===== config.mk =====
export PLATFORM = sky130hd
export DESIGN_NAME = xbus_write_seq
export DESIGN_NICKNAME = d
export VERILOG_FILES = /design/src/rtl/xws_pkg.sv /design/src/rtl/xws_bclk_gen.sv /design/src/rtl/xws_phase_seq.sv /design/src/rtl/xbus_write_seq.sv
export SDC_FILE = /design/constraint.sdc
export NUM_CORES = 1
export LEC_CHECK = 0
export BUFFER_PORTS_ARGS = -buffer_cell sky130_fd_sc_hd__buf_2
export CAP_MARGIN = 40
export CORE_ASPECT_RATIO = 0.8
export CORE_UTILIZATION = 45
export CTS_BUF_LIST = sky130_fd_sc_hd__clkbuf_8
export CTS_CLUSTER_DIAMETER = 150
export DETAILED_ROUTE_END_ITERATION = 16
export MAX_ROUTING_LAYER = met4
export PLACE_DENSITY = 0.77
export REMOVE_ABC_BUFFERS = 1
export SLEW_MARGIN = 20
export SYNTH_ARGS = -nofsm -noshare
export SYNTH_HDL_FRONTEND = slang
export SYNTH_SLANG_ARGS = --single-unit

===== constraint.sdc =====
create_clock -name clk -period 2.2 [get_ports clk]
set_input_delay 0.11 -clock clk [delete_from_list [all_inputs] [get_ports clk]]
set_output_delay 0.11 -clock clk [all_outputs]
set_load 0.02 [all_outputs]

===== src/rtl/xws_pkg.sv =====
package xws_pkg;
  typedef enum logic [2:0] {
    S_IDLE  = 3'd0,
    S_ALIGN = 3'd1,
    S_LEAD  = 3'd2,
    S_ACT   = 3'd3,
    S_TRAIL = 3'd4
  } xws_state_e;
endpackage


===== src/rtl/xws_bclk_gen.sv =====
module xws_bclk_gen (
  input  logic clk,
  input  logic rst_n,
  input  logic half_rate,
  output logic bclk,
  output logic align_need
);
  logic ph_q, ph_d;

  always_comb begin
    ph_d = half_rate ? ~ph_q : 1'b1;
  end

  always_ff @(posedge clk or negedge rst_n) begin
    if (!rst_n) ph_q <= 1'b0;
    else        ph_q <= ph_d;
  end

  assign bclk       = ph_q;
  // next tick is a falling edge when the divided clock is high now
  assign align_need = half_rate & ph_q;

  a_r6_half_toggles: assert property (@(posedge clk) disable iff (!rst_n)
    half_rate |=> (bclk != $past(bclk)));
  a_r6_full_high: assert property (@(posedge clk) disable iff (!rst_n)
    !half_rate |=> bclk);
endmodule


===== src/rtl/xws_phase_seq.sv =====
module xws_phase_seq
  import xws_pkg::*;
#(
  parameter int PW = 3
) (
  input  logic          clk,
  input  logic          rst_n,
  input  logic          req,
  input  logic          align_need,
  input  logic [PW-1:0] lead_in,
  input  logic [PW-1:0] act_in,
  input  logic [PW-1:0] trail_in,
  input  logic          rdy_en_in,
  input  logic          ready,
  output logic          accept,
  output xws_state_e    state,
  output logic          done
);
  xws_state_e    state_q, state_d;
  logic [PW-1:0] cnt_q, cnt_d;
  logic [PW-1:0] act_q, trail_q;
  logic          ren_q;
  logic          done_q, done_d;
  logic          hold_act;

  assign accept   = (state_q == S_IDLE) && req;
  assign hold_act = ren_q && !ready;

  always_comb begin
    state_d = state_q;
    cnt_d   = cnt_q;
    done_d  = 1'b0;
    unique case (state_q)
      S_IDLE: if (accept) begin
        state_d = align_need ? S_ALIGN : S_LEAD;
        cnt_d   = lead_in;
      end
      S_ALIGN: state_d = S_LEAD;
      S_LEAD: begin
        if (cnt_q == '0) begin
          state_d = S_ACT;
          cnt_d   = act_q;
        end else cnt_d = cnt_q - 1'b1;
      end
      S_ACT: begin
        if (cnt_q != '0) cnt_d = cnt_q - 1'b1;
        else if (!hold_act) begin
          if (trail_q == '0) begin
            state_d = S_IDLE;
            done_d  = 1'b1;
          end else begin
            state_d = S_TRAIL;
            cnt_d   = trail_q - 1'b1;
          end
        end
      end
      S_TRAIL: begin
        if (cnt_q == '0) begin
          state_d = S_IDLE;
          done_d  = 1'b1;
        end else cnt_d = cnt_q - 1'b1;
      end
      default: state_d = S_IDLE;
    endcase
  end

  always_ff @(posedge clk or negedge rst_n) begin
    if (!rst_n) begin
      state_q <= S_IDLE;
      cnt_q   <= '0;
      done_q  <= 1'b0;
    end else begin
      state_q <= state_d;
      cnt_q   <= cnt_d;
      done_q  <= done_d;
    end
  end

  always_ff @(posedge clk or negedge rst_n) begin
    if (!rst_n) begin
      act_q   <= '0;
      trail_q <= '0;
      ren_q   <= 1'b0;
    end else if (accept) begin
      act_q   <= act_in;
      trail_q <= trail_in;
      ren_q   <= rdy_en_in;
    end
  end

  assign state = state_q;
  assign done  = done_q;

  a_r10_done_single: assert property (@(posedge clk) disable iff (!rst_n)
    done |=> !done);
  a_r8_stretch: assert property (@(posedge clk) disable iff (!rst_n)
    (state_q == S_ACT && cnt_q == '0 && ren_q && !ready) |=> (state_q == S_ACT));
  a_r9_no_stretch: assert property (@(posedge clk) disable iff (!rst_n)
    (state_q == S_ACT && cnt_q == '0 && !ren_q) |=> (state_q != S_ACT));
  a_r7_align_once: assert property (@(posedge clk) disable iff (!rst_n)
    (state_q == S_ALIGN) |=> (state_q == S_LEAD));
endmodule


===== src/rtl/xbus_write_seq.sv =====
module xbus_write_seq
  import xws_pkg::*;
#(
  parameter int ZONES = 3,
  parameter int AW    = 19,
  parameter int DW    = 16,
  parameter int PW    = 3,
  localparam int ZW   = (ZONES > 1) ? $clog2(ZONES) : 1
) (
  input  logic             clk,
  input  logic             rst_n,
  input  logic             half_rate,
  input  logic             rdy_en,
  input  logic [PW-1:0]    lead_cfg,
  input  logic [PW-1:0]    act_cfg,
  input  logic [PW-1:0]    trail_cfg,
  input  logic             req,
  input  logic [ZW-1:0]    zone,
  input  logic [AW-1:0]    addr,
  input  logic [DW-1:0]    wdata,
  input  logic             ready,
  output logic             busy,
  output logic             done,
  output logic             bclk,
  output logic [ZONES-1:0] cs_n,
  output logic             we_n,
  output logic             rd_n,
  output logic             rnw,
  output logic [AW-1:0]    bus_addr,
  output logic [DW-1:0]    d_out,
  output logic             d_oe
);
  xws_state_e    state;
  logic          accept, align_need;
  logic [AW-1:0] addr_q, addr_d;
  logic [DW-1:0] data_q;
  logic [ZW-1:0] zone_q;
  logic          in_access, any_cs;

  xws_bclk_gen u_bclk (
    .clk        (clk),
    .rst_n      (rst_n),
    .half_rate  (half_rate),
    .bclk       (bclk),
    .align_need (align_need)
  );

  xws_phase_seq #(.PW(PW)) u_seq (
    .clk        (clk),
    .rst_n      (rst_n),
    .req        (req),
    .align_need (align_need),
    .lead_in    (lead_cfg),
    .act_in     (act_cfg),
    .trail_in   (trail_cfg),
    .rdy_en_in  (rdy_en),
    .ready      (ready),
    .accept     (accept),
    .state      (state),
    .done       (done)
  );

  // request fields captured at acceptance; the address bus only moves
  // when the lead phase begins
  logic [AW-1:0] pend_addr_q;

  always_ff @(posedge clk or negedge rst_n) begin
    if (!rst_n) begin
      pend_addr_q <= '0;
      data_q      <= '0;
      zone_q      <= '0;
    end else if (accept) begin
      pend_addr_q <= addr;
      data_q      <= wdata;
      zone_q      <= zone;
    end
  end

  always_comb begin
    addr_d = addr_q;
    if (accept && !align_need) addr_d = addr;
    else if (state == S_ALIGN) addr_d = pend_addr_q;
  end

  always_ff @(posedge clk or negedge rst_n) begin
    if (!rst_n) addr_q <= '0;
    else        addr_q <= addr_d;
  end

  assign in_access = (state == S_LEAD) || (state == S_ACT) || (state == S_TRAIL);

  for (genvar z = 0; z < ZONES; z++) begin : g_cs
    assign cs_n[z] = ~(in_access && (zone_q == ZW'(z)));
  end

  assign any_cs   = ~&cs_n;
  assign busy     = (state != S_IDLE);
  assign we_n     = ~(state == S_ACT);
  assign rd_n     = 1'b1;
  assign rnw      = ~in_access;
  assign d_oe     = (state == S_ACT) || (state == S_TRAIL);
  assign d_out    = data_q;
  assign bus_addr = addr_q;

  a_r4_oe_while_write: assert property (@(posedge clk) disable iff (!rst_n)
    d_oe |-> !rnw);
  a_r7_lead_on_rise: assert property (@(posedge clk) disable iff (!rst_n)
    $rose(any_cs) |-> bclk);
  a_r5_addr_still: assert property (@(posedge clk) disable iff (!rst_n)
    (!accept && state != S_ALIGN) |=> $stable(bus_addr));
  a_r3_strobe_in_cs: assert property (@(posedge clk) disable iff (!rst_n)
    !we_n |-> any_cs);
  a_r12_no_read: assert property (@(posedge clk) disable iff (!rst_n)
    rd_n);
endmodule


==> results.json <==
{
  "power_leakage_uw": 0.00208,
  "final-setup-viol-count": 0,
  "stdcell_area_sq_mm": 0.00443,
  "worstHoldPathType": "input pin to flop",
  "place_ws_ps": 265,
  "fin_setup_tns_ps": 0,
  "synth_seq_cells": 71,
  "grt_pass1_vias": 2576,
  "synth_most_common_cell": "dfrtp_1",
  "fin_nets": 464,
  "core_area_sq_mm": 0.00689,
  "cts_made_buffers": 9,
  "place_area_sq_mm": 0.00381,
  "ys.warnings.count": 0,
  "place_hpwl_microns": 4860,
  "synth_top_flop_cell": "dfrtp_1",
  "vdd.ir_drop.worst_mv": 0.681,
  "cp.arrival_ps": 1980,
  "synthTopCellsByArea": "dfrtp_1 55%, mux2_2 14%, nand2_1 4.7%",
  "antenna_found_initial": 0,
  "drt_iter0_markers": 117,
  "io_buffers": 95,
  "die_area_sq_mm": 0.00746,
  "period_minus_slack_ps": 2090,
  "cp_num_buf_inv": 2,
  "post-cts-setup-buffers": 0,
  "grt_max_degree": 37,
  "hold_violations": 0,
  "wire_per_inst_microns": 14.3,
  "outcome": "finished, final reports clean",
  "slew_violations": 0,
  "synth-edff-count": 0,
  "ys_types": 45,
  "num_rows": 27,
  "avgSynthCellArea_sq_um": 12.0,
  "grt_first_pass_wirelength_microns": 11800,
  "cp_top_family": "simple AND/OR/NAND/NOR gates",
  "yosysTopAreaCellShare": 0.555,
  "grt_setup_unrepaired": "no",
  "drive_above_1_share": 0.417,
  "gp_congestion": 0.864,
  "initial_core_util": 0.465,
  "die_w_microns": 96.3,
  "syn2layout_area_growth_pct": 38.4,
  "clkSlewWorstSetupHoldPaths_ps": 80,
  "die_h_microns": 77.5,
  "num_vias": 2582,
  "n_antenna_cell": 0,
  "via_per_inst": 5.17,
  "grt.total_usage": 0.212,
  "synthCells": 268,
  "async_flop_share": 1.00,
  "syn_area_sq_mm": 0.00320,
  "wirelength_microns": 7150,
  "crit_fanout": 15,
  "io_pins": 97,
  "ys_top_cells_by_count": "71 x dfrtp_1, 40 x mux2_2, 40 x nand2_1, 13 x o21ai_0, 11 x a22oi_1",
  "cts_tree": "done",
  "crit_type": "flop to primary output",
  "synth_area_leader_cell": "dfrtp_1",
  "crit_chain": "or3b_4 > nand2_2 > inv_2 > or3_1 > buf_2",
  "clock_path_buffers": 2,
  "slowest_stage": "dfrtp_2",
  "overflow": 0,
  "clock-sinks": 71,
  "cap_violations": 0,
  "max_stage_delay_ps": 530,
  "crit_path_start_kind": "flop",
  "fin_ws_ps": 106,
  "insertion_delay_ps": 340,
  "ant_nets": 0,
  "ys_seq_area_frac": 0.555,
  "critPathRequiredTime_ps": 2090,
  "cts_max_level": 3,
  "fmax_ghz": 0.478,
  "finalClockSkew_ps": 7.78,
  "powerDensity_mw_per_mm2": 1440,
  "cts-root-buf": "clkbuf_8",
  "post-route-period-util": 0.952,
  "cp-end-kind": "primary output",
  "route.detailed.drc": 0,
  "dr.pass1.iters": 4
}
-- per-layer routing --
metal | track usage | wire (microns)
met2 | 0.336 | 3430
met1 | 0.266 | 3260
met5 | - | 0
met4 | 0.0662 | 78
met3 | 0.0539 | 382
-- cell usage in the layout (no fill, tap or decap), types with 2 or more instances in the layout --
| cell type | netlist | routed |
|---|---|---|
| a21oi_1 | 4 | 4 |
| a22oi_1 | 11 | 11 |
| buf_12 | 0 | 2 |
| buf_2 | 7 | 94 |
| buf_4 | 7 | 11 |
| bufinv_16 | 0 | 3 |
| clkbuf_8 | 0 | 10 |
| dfrtp_1 | 71 | 69 |
| dfrtp_2 | 0 | 2 |
| dlygate4sd3_1 | 0 | 38 |
| ha_1 | 4 | 4 |
| inv_1 | 7 | 7 |
| inv_2 | 2 | 2 |
| mux2_1 | 2 | 2 |
| mux2_2 | 40 | 40 |
| mux2i_1 | 9 | 9 |
| nand2_1 | 40 | 40 |
| nand2b_1 | 5 | 5 |
| nand3_1 | 2 | 2 |
| nor2_1 | 5 | 5 |
| nor2b_1 | 3 | 3 |
| nor3_1 | 2 | 2 |
| o21ai_0 | 13 | 13 |
| o21ai_1 | 3 | 3 |
| o221ai_1 | 3 | 3 |
| o41ai_1 | 2 | 2 |
| or3_1 | 2 | 2 |
-- final cells by class --
cell class | count | area (sq um)
Sequential cell | 71 | 1780
Inverter | 9 | 33.8
Timing Repair Buffer | 145 | 973
Multi-Input combinational cell | 172 | 1290
Tap cell | 87 | 109
Clock buffer | 10 | 138
Fill cell | 563 | 2460
Clock inverter | 5 | 106
-- through the flow --
step	hold slack, ps	cells	total power [uW]	util
3_5_place_dp	100	446	5090	0.552
5_1_grt	2.52	499	6790	0.643
4_1_cts	0.253	498	6420	0.642
6_report	13.4	499	6380	0.643
3_3_place_gp	286	443	4950	0.546
2_1_floorplan	-186	252	4140	-
-- report_power, final --
part           leakage (uW)  switching, uW  internal, uW  total (uW)
combinational       0.00111           1520          1240        2760
clock              0.000119            487           780        1270
sequential         0.000852            400          1950        2350
total               0.00208           2410          3970        6380
-- timing repair --
item / CTS / global route
hold buffers: 37 / 1
endpoints found under the setup margin: 1 / 1
resized for setup: 1 / 1
endpoints found under the hold margin: 111 / 1
-- cells by family (layout without fill, tap and decap cells) --
group           count (synthesis)  after routing  synth area share
mux                            51             51             0.176
simple gates                   68             68             0.105
compound gates                 48             48             0.105
flops                          71             71             0.555
fa+ha+maj                       4              4            0.0156
other cells                     1              1           0.00117
buf+inv                        25            169            0.0426
-- registers in the layout (all words and copies together) (netlist names), 2 cells and up --
register,count
pend_addr_q,19
u_seq.cnt_q,3
u_seq.state,3
u_seq.act_q,3
d_out,16
zone_q,2
u_seq.trail_q,3
bus_addr,19
-- final timing paths --
path | slack, ps | end | from | depth (start not counted)
min | 10 | d_out[5]$_DFFE_PN0P_ | wdata[5] | 2
max in group asynchronous | 1720 | pend_addr_q[16]$_DFFE_PN0P_ | rst_n | 3
max reg2reg | 250 | u_seq.cnt_q[1]$_DFFE_PN0P_ | u_seq.cnt_q[0]$_DFFE_PN0P_ | 6
min reg2reg | 470 | bus_addr[7]$_DFFE_PN0P_ | bus_addr[7]$_DFFE_PN0P_ | 2
min in group asynchronous | 280 | u_seq.cnt_q[2]$_DFFE_PN0P_ | rst_n | 3
max | 110 | cs_n[0] | u_seq.state[1]$_DFFE_PN0P_ | 5
Power figures use the tool's default switching activity.
